===== src/rtl/vdma_pkg.sv =====
package vdma_pkg;
  localparam int VA_W   = 16;
  localparam int SRC_W  = 24;
  localparam int TS_W   = 16;
  localparam int CODE_W = 6;

  typedef enum logic [1:0] {
    MD_EXT_A = 2'b00,
    MD_EXT_B = 2'b01,
    MD_FILL  = 2'b10,
    MD_COPY  = 2'b11
  } dma_mode_e;

  localparam logic [2:0] SEL_SRC_LO = 3'd0;
  localparam logic [2:0] SEL_SRC_MD = 3'd1;
  localparam logic [2:0] SEL_SRC_HI = 3'd2;
  localparam logic [2:0] SEL_LEN_LO = 3'd3;
  localparam logic [2:0] SEL_LEN_HI = 3'd4;
  localparam logic [2:0] SEL_STEP   = 3'd5;

  localparam int DMA_REQ_BIT = 5;

  typedef struct packed {
    logic [VA_W-1:0]   addr;
    logic [15:0]       data;
    logic [CODE_W-1:0] code;
    logic [TS_W-1:0]   due;
  } wentry_t;

  function automatic logic targets_vram(input logic [CODE_W-1:0] c);
    return (c & 6'h0F) == 6'h01;
  endfunction

  function automatic logic is_ext(input dma_mode_e m);
    return (m == MD_EXT_A) || (m == MD_EXT_B);
  endfunction
endpackage


===== src/rtl/vdma_wfifo.sv =====
module vdma_wfifo
  import vdma_pkg::*;
#(
  parameter int DEPTH = 4
) (
  input  logic    clk,
  input  logic    rst_n,
  input  logic    push,
  input  wentry_t push_entry,
  input  logic    pop,
  output wentry_t head,
  output logic    empty,
  output logic    full
);
  localparam int IW = (DEPTH > 1) ? $clog2(DEPTH) : 1;
  localparam logic [IW-1:0] IMASK = IW'(DEPTH - 1);

  wentry_t       slots_q [DEPTH];
  logic [IW-1:0] wr_idx;
  logic [IW-1:0] rd_idx;
  logic          rd_live;
  logic [IW-1:0] wr_nxt;
  logic [IW-1:0] rd_nxt;

  assign wr_nxt = (wr_idx + 1'b1) & IMASK;
  assign rd_nxt = (rd_idx + 1'b1) & IMASK;
  assign empty  = !rd_live;
  assign full   = rd_live && (wr_idx == rd_idx);
  assign head   = slots_q[rd_idx];

  for (genvar g = 0; g < DEPTH; g++) begin : g_store
    always_ff @(posedge clk) begin
      if (!rst_n) begin
        slots_q[g] <= '0;
      end else if (push && (wr_idx == IW'(g))) begin
        slots_q[g] <= push_entry;
      end
    end
  end

  always_ff @(posedge clk) begin
    if (!rst_n) begin
      wr_idx  <= '0;
      rd_idx  <= '0;
      rd_live <= 1'b0;
    end else begin
      if (push) wr_idx <= wr_nxt;
      if (pop)  rd_idx <= rd_nxt;
      if (push) begin
        rd_live <= 1'b1;
      end else if (pop && (rd_nxt == wr_idx)) begin
        rd_live <= 1'b0;
      end
    end
  end
endmodule


===== src/rtl/vdma_unit.sv =====
module vdma_unit
  import vdma_pkg::*;
(
  input  logic              clk,
  input  logic              rst_n,
  input  logic              cfg_we,
  input  logic [2:0]        cfg_sel,
  input  logic [7:0]        cfg_data,
  input  logic              cmd_valid,
  input  logic [CODE_W-1:0] cmd_code,
  input  logic [VA_W-1:0]   cmd_addr,
  input  logic              dp_fire,
  input  logic [15:0]       dp_data,
  input  logic              slot_valid,
  input  logic              slot_refresh,
  input  logic              slot_unused,
  input  logic              fifo_empty,
  input  logic              fifo_full,
  input  logic [15:0]       ext_rd_data,
  input  logic [7:0]        vram_rdata,
  output logic              busy,
  output logic              unit_go,
  output logic              ext_rd_en,
  output logic [SRC_W-1:0]  ext_rd_addr,
  output logic [VA_W-1:0]   vram_raddr,
  output logic              q_push,
  output logic [VA_W-1:0]   q_addr,
  output logic [15:0]       q_data,
  output logic [CODE_W-1:0] q_code,
  output logic              byte_we,
  output logic [VA_W-1:0]   byte_addr,
  output logic [7:0]        byte_data,
  output logic [7:0]        src_hi_o
);
  logic [7:0]        src_hi, src_md, src_lo;
  logic [7:0]        len_hi, len_lo;
  logic [7:0]        step;
  logic [VA_W-1:0]   dest;
  logic [CODE_W-1:0] code;
  logic [7:0]        fill_val;
  logic              prev_ref;

  dma_mode_e         mode;
  logic              ext_go, fill_go, copy_go;
  logic [15:0]       src16, len_cur, len_nxt;
  logic [VA_W-1:0]   dest_stepped;

  assign mode         = dma_mode_e'(src_hi[7:6]);
  assign src16        = {src_md, src_lo};
  assign len_cur      = {len_hi, len_lo};
  assign len_nxt      = len_cur - 16'd1;
  assign dest_stepped = dest + {{(VA_W-8){1'b0}}, step};

  assign ext_go  = busy && is_ext(mode) && slot_valid && !prev_ref && !fifo_full;
  assign fill_go = busy && (mode == MD_FILL) && slot_valid && fifo_empty;
  assign copy_go = busy && (mode == MD_COPY) && slot_valid && slot_unused && fifo_empty;
  assign unit_go = ext_go || fill_go || copy_go;

  assign ext_rd_en   = ext_go;
  assign ext_rd_addr = {src_hi, src_md, src_lo};
  assign vram_raddr  = src16 ^ 16'h0001;

  assign q_push = ext_go || dp_fire;
  assign q_addr = dest;
  assign q_data = ext_go ? ext_rd_data : dp_data;
  assign q_code = code;

  assign byte_we   = fill_go || copy_go;
  assign byte_addr = dest ^ {{(VA_W-1){1'b0}}, 1'b1};
  assign byte_data = fill_go ? fill_val : vram_rdata;
  assign src_hi_o  = src_hi;

  always_ff @(posedge clk) begin
    if (!rst_n) begin
      src_hi   <= '0;
      src_md   <= '0;
      src_lo   <= '0;
      len_hi   <= '0;
      len_lo   <= '0;
      step     <= '0;
      dest     <= '0;
      code     <= '0;
      fill_val <= '0;
      prev_ref <= 1'b0;
      busy     <= 1'b0;
    end else begin
      if (slot_valid) prev_ref <= slot_refresh;

      if (cfg_we && !busy) begin
        unique case (cfg_sel)
          SEL_SRC_LO: src_lo <= cfg_data;
          SEL_SRC_MD: src_md <= cfg_data;
          SEL_SRC_HI: src_hi <= cfg_data;
          SEL_LEN_LO: len_lo <= cfg_data;
          SEL_LEN_HI: len_hi <= cfg_data;
          SEL_STEP:   step   <= cfg_data;
          default: ;
        endcase
      end

      if (cmd_valid && !busy) begin
        dest <= cmd_addr;
        code <= cmd_code;
        if (cmd_code[DMA_REQ_BIT] && (mode != MD_FILL)) busy <= 1'b1;
      end

      if (dp_fire) begin
        dest <= dest_stepped;
        if (code[DMA_REQ_BIT] && (mode == MD_FILL)) begin
          busy     <= 1'b1;
          fill_val <= dp_data[15:8];
        end
      end

      if (unit_go) begin
        {src_md, src_lo} <= src16 + 16'd1;
        dest             <= dest_stepped;
        {len_hi, len_lo} <= len_nxt;
        if (len_nxt == 16'd0) busy <= 1'b0;
      end
    end
  end
endmodule


===== src/rtl/vdma_wport.sv =====
module vdma_wport
  import vdma_pkg::*;
(
  input  logic            clk,
  input  logic            rst_n,
  input  logic            word_we,
  input  logic [VA_W-1:0] word_addr,
  input  logic [15:0]     word_data,
  input  logic            byte_we,
  input  logic [VA_W-1:0] byte_addr,
  input  logic [7:0]      byte_data,
  output logic            vram_we,
  output logic [VA_W-2:0] vram_wword,
  output logic [1:0]      vram_be,
  output logic [15:0]     vram_wdata
);
  logic [VA_W-1:0] sel_addr;
  logic [1:0]      be_n;
  logic [15:0]     data_n;

  assign sel_addr = word_we ? word_addr : byte_addr;

  for (genvar ln = 0; ln < 2; ln++) begin : g_lane
    // lane 1 is the even byte, lane 0 the odd byte
    localparam logic LANE_ODD = (ln == 0);
    always_comb begin
      if (word_we) begin
        be_n[ln]          = 1'b1;
        data_n[ln*8 +: 8] = (word_addr[0] == LANE_ODD) ? word_data[15:8] : word_data[7:0];
      end else begin
        be_n[ln]          = byte_we && (byte_addr[0] == LANE_ODD);
        data_n[ln*8 +: 8] = byte_data;
      end
    end
  end

  always_ff @(posedge clk) begin
    if (!rst_n) begin
      vram_we    <= 1'b0;
      vram_wword <= '0;
      vram_be    <= '0;
      vram_wdata <= '0;
    end else begin
      vram_we    <= word_we || byte_we;
      vram_wword <= sel_addr[VA_W-1:1];
      vram_be    <= be_n;
      vram_wdata <= data_n;
    end
  end
endmodule


===== src/rtl/vdma_engine.sv =====
module vdma_engine
  import vdma_pkg::*;
#(
  parameter int FIFO_DEPTH = 4,
  parameter int LAT_SLOTS  = 2
) (
  input  logic        clk,
  input  logic        rst_n,
  input  logic        wide_mode,
  input  logic        cfg_we,
  input  logic [2:0]  cfg_sel,
  input  logic [7:0]  cfg_data,
  input  logic        cmd_valid,
  input  logic [5:0]  cmd_code,
  input  logic [15:0] cmd_addr,
  input  logic        dp_valid,
  output logic        dp_ready,
  input  logic [15:0] dp_data,
  input  logic        slot_valid,
  input  logic        slot_refresh,
  input  logic        slot_unused,
  output logic        ext_rd_en,
  output logic [23:0] ext_rd_addr,
  input  logic [15:0] ext_rd_data,
  output logic [15:0] vram_raddr,
  input  logic [7:0]  vram_rdata,
  output logic        vram_we,
  output logic [14:0] vram_wword,
  output logic [1:0]  vram_be,
  output logic [15:0] vram_wdata,
  output logic        dma_busy
);
  localparam logic [TS_W-1:0] LAT_WIDE   = TS_W'(16 * LAT_SLOTS);
  localparam logic [TS_W-1:0] LAT_NARROW = TS_W'(20 * LAT_SLOTS);

  logic [TS_W-1:0]   now;
  logic              fifo_push, fifo_pop, fifo_empty, fifo_full;
  wentry_t           push_entry, head;
  logic [TS_W-1:0]   age;
  logic              head_due;
  logic              dp_fire;
  logic              unit_go;
  logic [VA_W-1:0]   q_addr;
  logic [15:0]       q_data;
  logic [CODE_W-1:0] q_code;
  logic              byte_we;
  logic [VA_W-1:0]   byte_addr;
  logic [7:0]        byte_data;
  logic              word_we;
  logic [7:0]        src_hi;

  always_ff @(posedge clk) begin
    if (!rst_n) now <= '0;
    else        now <= now + 1'b1;
  end

  assign dp_ready = !dma_busy && !fifo_full;
  assign dp_fire  = dp_valid && dp_ready;

  vdma_unit u_unit (
    .clk, .rst_n, .cfg_we, .cfg_sel, .cfg_data, .cmd_valid, .cmd_code, .cmd_addr,
    .dp_fire, .dp_data, .slot_valid, .slot_refresh, .slot_unused,
    .fifo_empty, .fifo_full, .ext_rd_data, .vram_rdata,
    .busy(dma_busy), .unit_go, .ext_rd_en, .ext_rd_addr, .vram_raddr,
    .q_push(fifo_push), .q_addr, .q_data, .q_code,
    .byte_we, .byte_addr, .byte_data, .src_hi_o(src_hi)
  );

  assign push_entry = '{addr: q_addr, data: q_data, code: q_code,
                        due: now + (wide_mode ? LAT_WIDE : LAT_NARROW)};

  vdma_wfifo #(.DEPTH(FIFO_DEPTH)) u_fifo (
    .clk, .rst_n, .push(fifo_push), .push_entry, .pop(fifo_pop),
    .head, .empty(fifo_empty), .full(fifo_full)
  );

  assign age      = now - head.due;
  assign head_due = !age[TS_W-1];
  assign fifo_pop = slot_valid && !fifo_empty && head_due;
  assign word_we  = fifo_pop && targets_vram(head.code);

  vdma_wport u_wport (
    .clk, .rst_n, .word_we, .word_addr(head.addr), .word_data(head.data),
    .byte_we, .byte_addr, .byte_data,
    .vram_we, .vram_wword, .vram_be, .vram_wdata
  );
endmodule



===== config.mk =====
export PLATFORM = sky130hd
export DESIGN_NAME = vdma_engine
export DESIGN_NICKNAME = d
export VERILOG_FILES = /design/src/rtl/vdma_pkg.sv /design/src/rtl/vdma_wfifo.sv /design/src/rtl/vdma_unit.sv /design/src/rtl/vdma_wport.sv /design/src/rtl/vdma_engine.sv
export SDC_FILE = /design/constraint.sdc
export NUM_CORES = 1
export LEC_CHECK = 0
export CAP_MARGIN = 10
export CELL_PAD_IN_SITES_DETAIL_PLACEMENT = 0
export CELL_PAD_IN_SITES_GLOBAL_PLACEMENT = 1
export CORE_UTILIZATION = 43
export CTS_BUF_LIST = sky130_fd_sc_hd__clkbuf_8
export DETAILED_ROUTE_END_ITERATION = 8
export GPL_TIMING_DRIVEN = 1
export PLACE_DENSITY_LB_ADDON = 0.1
export SLEW_MARGIN = 25
export SYNTH_ARGS = -nofsm -noshare
export SYNTH_HDL_FRONTEND = slang
export SYNTH_SLANG_ARGS = --single-unit

===== constraint.sdc =====
create_clock -name clk -period 3.5 [get_ports clk]
set_input_delay 0.525 -clock clk [delete_from_list [all_inputs] [get_ports clk]]
set_output_delay 0.525 -clock clk [all_outputs]
set_load 0.05 [all_outputs]

==> flow_summary_export.csv, run 1 <==
group,metric,value,unit
sta,tns,0,ns
run,maxCapViolations,0,
clock_network,cts.reportedPaths.clkPinSlew,0.06,ns
sta,period_needed,3.111,ns
route,wl_per_cell,19.39,um
clock_network,cts_root_buffer,"clkbuf_8",
floorplan,initial_utilization,0.4402,
sta,clock_skew,0.02317,ns
global_route,grt_overflow,0,
clock_network,clockBufferDepth,3,
global_route,grt_start_max_net_pins,88,
sta,worst_slew_pin_slew,0.8694,ns
cells_and_area,multi_input_area,6760,sq um
floorplan,core_area,36960,sq um
placement,portBuffers,157,
global_route,grt_pass1_vias,11710,
sta,finalCritPeriodShare,0.8888,
floorplan,die_w,196.5,um
critical_path,regToRegSetupSlack,0.39,ns
yosys,synthArstFlopShare,0,
placement,hpwl,27150,um
power,ir_worst_vdd,0.0005394,V
power,leakagePower,7.245,nW
placement,gp_congestion,0.8213,
sta,relSlewSlack,0.4054,
sta,final-hold-violation-count,0,
route,drtAntennaViolNets,0,
critical_path,path_class,"reg -> reg",
sta,finalSetupViolCount,0,
clock_network,cts_tree,"built",
clock_network,clk_latency,0.65,ns
cells_and_area,syn2layout_area_growth,20.80,%
clock_network,cts_buffers,60,
route,wirelength,42130,um
yosys,avgSynthCellArea,11.27,sq um
critical_path,path_max_fanout,19,
global_route,grt_use_total,0.2223,
floorplan,fp-row-count,70,
route,drc,0,
floorplan,die_h,196.5,um
route,viasPerCell,5.335,
clock_network,cts_setup_buffers,0,
cells_and_area,layout-drive-gt1-share,0.1162,
cells_and_area,regArea,8974,sq um
yosys,synth_warnings,0,
sta,finalMaxSlewViolations,0,
yosys,ys_seq_elements,344,
power,power.density,484.4,nW/um^2
yosys,synth_cell_types,71,
cells_and_area,n_antenna_cell,0,
critical_path,end_kind,"flop",
yosys,ys_top_cells_by_count,"edfxtp_1, nor2_1, dfxtp_1, nand2_1, and2_1",
yosys,synth_edf_count,208,
hold_path,hold_path_class,"in -> reg",
cells_and_area,fillers,3366,
route,dr.pass1.iters,5,
sta,rsz0062_at_grt,"false",
yosys,synth_flop_cell,"edfxtp_1",
global_route,grt_pass1_wl,65580,um
critical_path,crit_required,4.01,ns
floorplan,dieArea,38620,sq um
sta,timing.hold.ws,0.4461,ns
clock_network,hold_buffers,0,
run_status,status,"completed",
yosys,netlist_top_cells_area,"edfxtp_1, dfxtp_1, mux4_2, nor2_1, mux2i_1",
yosys,synth.top_cell.area_share,0.3839,
floorplan,io_pins,159,
clock_network,cts.sinks,344,
sta,max_freq,0.3214,GHz
yosys,yosysMostFrequentCell,"edfxtp_1",
critical_path,worstPathArrival,3.62,ns
yosys,seq_area_frac_synth,0.5513,
critical_path,start_kind,"flop",
yosys,netlist_area,16270,sq um
cells_and_area,final_nets,1734,
yosys,yosysTopAreaCell,"edfxtp_1",
route,drt_iter0_drc,642,
global_route,antenna_found_initial,0,
cells_and_area,instances_no_fill,2173,
clock_network,h-tree-depth,2,
placement,dp_cells,2061,
yosys,synth_nets,1558,
yosys,synth_cells,1443,
clock_network,cts_resized,0,
route,vias,11590,
-- cell families (layout without fill, tap and decap cells) --
kind of cell,after synthesis,count (layout),share of synthesized area
fa+ha+maj,33,33,0.02584
buf+inv,120,346,0.03476
flops,344,344,0.5513
xor+xnor,31,31,0.01715
compound gates,215,215,0.08768
simple gates,583,583,0.1743
mux,117,117,0.1091
-- where the power goes --
group          switching (mW)  internal, mW
Combinational           0.749         0.501
Clock                    1.65          1.91
Sequential              0.150          4.56
-- cell type report --
class                   count  area share
multi-input cells         979      0.3440
inverters                  29    0.005539
well taps                 504     0.03209
repair buffers            205      0.1026
clock buffers              68     0.04762
flip-flops and latches    344      0.4566
clock inverters            44     0.01165
-- cells in the final DEF, fill, tap and decap left out, types with 31 or more instances in the layout --
| cell | n |
|---|---|
| ha_1 | 32 |
| nand2b_1 | 36 |
| dfxtp_1 | 134 |
| o211ai_1 | 31 |
| clkdlybuf4s50_1 | 155 |
| nand3_1 | 39 |
| buf_4 | 41 |
| o21ai_0 | 41 |
| inv_1 | 58 |
| nor2_1 | 193 |
| clkbuf_8 | 68 |
| a21oi_1 | 66 |
| and2_1 | 105 |
| edfxtp_1 | 208 |
| nand2_1 | 129 |
| mux2i_1 | 67 |
| mux4_2 | 48 |
-- per-stage QoR --
| stage | area [sq um] | util | power, mW | setup WS (ns) |
|---|---|---|---|---|
| finish | 19650 | 0.5318 | 9.520 | 0.3890 |
| global route | 19650 | 0.5318 | 9.956 | 0.1782 |
| CTS | 19650 | 0.5317 | 9.632 | 0.3436 |
| detailed placement | 18490 | 0.5001 | 6.049 | 0.3591 |
| global placement | 18490 | 0.5001 | 6.030 | 0.3821 |
| floorplan | 16300 | - | 5.558 | 0.01795 |
-- state kept, by name, indices dropped and copies added (netlist names), named ones only --
signal              flops
u_unit.src_lo           8
u_unit.len_hi           8
u_unit.len_lo           8
u_unit.src_hi_o         8
u_wport.vram_wword     15
u_unit.fill_val         8
u_unit.src_md           8
u_wport.vram_be         2
u_fifo.wr_idx           2
u_wport.vram_we         1
u_wport.vram_wdata     16
u_unit.step             8
u_fifo.rd_idx           2
u_unit.busy             1
u_unit.prev_ref         1
u_fifo.slots_q        208
u_unit.q_addr          16
now                    16
u_fifo.rd_live          1
u_unit.q_code           5
-- worst max-delay path, stage by stage (launching register included) --
cell and delay (ns):
dfxtp_4 0.59, mux4_2 0.57, inv_1 0.08, ha_1 0.25, a21oi_1 0.12, o21ai_0 0.09, a221o_1 0.44, a22o_4 0.31
o21a_1 0.22, buf_12 0.18, mux2i_1 0.13
-- routing by layer --
metal	share of wire	up-vias	global-route usage
met5	0	-	0
met4	0.020	0	0.06279
met3	0.057	60	0.04535
met2	0.48	331	0.3658
met1	0.45	5629	0.2973
li1	-	5573	-
-- path summary, 6_finish.rpt --
check                                                    from                               end  depth (start not counted)
worst max-delay path                                     flop  u_wport.vram_wdata[8]$_SDFF_PN0_                         10
worst min-delay path                              cmd_addr[9]     u_unit.q_addr[9]$_SDFFE_PN0P_                          3
worst max register to register                           flop  u_wport.vram_wdata[8]$_SDFF_PN0_                         10
worst min register to register  u_unit.q_code[5]$_SDFFE_PN0P_     u_unit.q_code[5]$_SDFFE_PN0P_                          2
Power figures use the tool's default switching activity.
==> run 2: changes to the inputs <==
--- a/config.mk
+++ b/config.mk
@@ -11,6 +11,7 @@
 export CORE_UTILIZATION = 43
 export CTS_BUF_LIST = sky130_fd_sc_hd__clkbuf_8
 export DETAILED_ROUTE_END_ITERATION = 8
+export GPL_ROUTABILITY_DRIVEN = 0
 export GPL_TIMING_DRIVEN = 1
 export PLACE_DENSITY_LB_ADDON = 0.1
 export SLEW_MARGIN = 25
==> results of run 2 <==
Same layout as run 1: the final DEF is identical, and so are final timing and power.
==> run 3: changes to the inputs <==
--- a/config.mk
+++ b/config.mk
@@ -13,7 +13,7 @@
 export DETAILED_ROUTE_END_ITERATION = 8
 export GPL_ROUTABILITY_DRIVEN = 0
 export GPL_TIMING_DRIVEN = 1
-export PLACE_DENSITY_LB_ADDON = 0.1
+export PLACE_DENSITY = 0.78
 export SLEW_MARGIN = 25
 export SYNTH_ARGS = -nofsm -noshare
 export SYNTH_HDL_FRONTEND = slang
==> run 3 against run 2 <==
Cell count shrank 0.46%; critical path type unchanged; clock power shrank 3%; combinational power is essentially flat; first-iteration DRC count grew 44%; hold slack lost 0.014 ns; clock skew grew 0.0085 ns; worst setup slack lost 0.10 ns; die area is the same; power shrank 1.4%; critical path depth grew 1; wire length shrank 3.7%.
==> flow_summary_export.csv, run 3 (synthesis results as in run 1) <==
group,metric,value,unit
route,drc,0,
clock_network,cts.reportedPaths.clkPinSlew,0.06,ns
run_status,status,"completed",
clock_network,clk_latency,0.60,ns
hold_path,hold_path_startpoint,"rst_n",
cells_and_area,layout-drive-gt1-share,0.1169,
cells_and_area,design_area,19580,sq um
clock_network,cts.sinks,344,
floorplan,io_pins,159,
placement,place_area,18470,sq um
hold_path,min_path_cells,3,
critical_path,crit_required,4.02,ns
global_route,grt_start_max_net_pins,88,
placement,hpwl,26500,um
sta,relSlewSlack,0.4347,
critical_path,start_kind,"flop",
clock_network,h-tree-depth,2,
sta,worst_slew_pin_slew,0.8266,ns
floorplan,die_w,196.5,um
clock_network,cts_resized,0,
hold_path,hold_path_class,"in -> reg",
route,drt_iter0_drc,923,
floorplan,initial_utilization,0.4402,
sta,finalMaxSlewViolations,0,
sta,rsz0062_at_grt,"false",
clock_network,hold_buffers,0,
cells_and_area,final_cell_mix,"edfxtp_1, nor2_1, clkdlybuf4s50_1",
clock_network,cts_setup_buffers,0,
clock_network,clockBufferDepth,3,
run,maxCapViolations,0,
clock_network,cts_buffers,56,
global_route,grt_pass1_vias,11580,
critical_path,worstPathArrival,3.73,ns
clock_network,cts_root_buffer,"clkbuf_8",
route,vias,11650,
floorplan,dieArea,38620,sq um
power,power.density,479.6,nW/um^2
sta,clock_skew,0.03163,ns
global_route,antenna_found_initial,1,
power,leakagePower,7.191,nW
critical_path,end_kind,"flop",
route,dr.pass1.iters,5,
power,total_power,9.391,mW
cells_and_area,fillers,3327,
clock_network,cts_tree,"built",
floorplan,die_h,196.5,um
cells_and_area,largest_reg_flops,208,
sta,setup_slack,0.2894,ns
power,ir_worst_vdd,0.0002267,V
global_route,grt_use_total,0.2126,
sta,finalCritPeriodShare,0.9173,
route,wl_per_cell,18.75,um
route,wirelength,40570,um
route,viasPerCell,5.387,
cells_and_area,n_antenna_cell,0,
route,drtAntennaViolNets,0,
placement,dp_slack,0.2516,ns
critical_path,worst_r2r_endpoint,"u_wport.vram_wdata[5]$_SDFF_PN0_",
critical_path,r2r_cells,11,
floorplan,fp-row-count,70,
critical_path,path_max_fanout,16,
cells_and_area,final_nets,1728,
global_route,grt_overflow,0,
cells_and_area,largest-register,"u_fifo.slots_q",
critical_path,regToRegSetupSlack,0.29,ns
cells_and_area,final_common_cell,"edfxtp_1",
cells_and_area,syn2layout_area_growth,20.36,%
sta,tns,0,ns
sta,max_freq,0.3115,GHz
critical_path,path_class,"reg -> reg",
sta,period_needed,3.211,ns
sta,final-hold-violation-count,0,
global_route,grt_pass1_wl,63710,um
sta,finalSetupViolCount,0,
placement,portBuffers,157,
hold_path,whs_endpoint,"u_wport.vram_wword[5]$_SDFF_PN0_",
floorplan,core_area,36960,sq um
run 3: changes by cell type in the layout (fill, tap and decap cells not counted), sizes merged:
cell,delta
clkinv,+4
clkbuf,-3
buf,-2
inv,-9
run 3: worst max path at each step:
| stage | from | to | slack [ns] | depth (start not counted) |
|---|---|---|---|---|
| after floorplan | flop | u_wport.vram_be[1]$_SDFF_PN0_ | 0.02 | 15 |
| after global placement | flop | u_wport.vram_wdata[12]$_SDFF_PN0_ | 0.28 | 11 |
| after detailed placement | flop | u_wport.vram_wdata[5]$_SDFF_PN0_ | 0.25 | 11 |
| after CTS | flop | u_wport.vram_wdata[5]$_SDFF_PN0_ | 0.24 | 11 |
| after global routing | flop | u_wport.vram_wdata[5]$_SDFF_PN0_ | 0.06 | 11 |
| final | flop | u_wport.vram_wdata[5]$_SDFF_PN0_ | 0.29 | 11 |
run 3: critical path, stage by stage (launching register included):
cell	delay [ns]
dfxtp_4	0.56
buf_4	0.25
mux4_2	0.50
inv_1	0.07
ha_1	0.24
a21oi_1	0.13
a21o_1	0.13
o211ai_1	0.21
a211oi_4	0.32
o21a_1	0.30
buf_12	0.21
mux2i_1	0.21
run 3: final cells by class:
class                           instances  area, sq um  share of cell area
Clock buffer                           65        894.6             0.04569
Clock inverter                         39        212.7             0.01086
Inverter                               29        108.9            0.005559
Multi-Input combinational cell        979         6760              0.3452
Sequential cell                       344         8974              0.4583
Tap cell                              504        630.6             0.03220
Timing Repair Buffer                  203         2001              0.1022
run 3: stage by stage:
| stage | util | hold WS (ns) | std cells |
|---|---|---|---|
| finish | 0.5298 | 0.4321 | 2163 |
| global route | 0.5298 | 0.4308 | 2163 |
| CTS | 0.5296 | 0.3784 | 2163 |
| detailed placement | 0.4997 | 0.4481 | 2059 |
| global placement | 0.4997 | 0.4436 | 2059 |
| floorplan | - | 0.4323 | 1443 |
run 3: power by group:
group / internal, mW / switching (mW)
Combinational: 0.500 / 0.747
Sequential: 4.56 / 0.153
Clock: 1.83 / 1.60
run 3: per-layer routing:
metal  global-route usage  routed length (um)  vias to the layer above
met1               0.2826               17840                     5694
li1                     -                   -                     5567
met4              0.06192                 770                        2
met3              0.03285                2142                       73
met5                    0                  12                        -
met2               0.3592               19800                      317
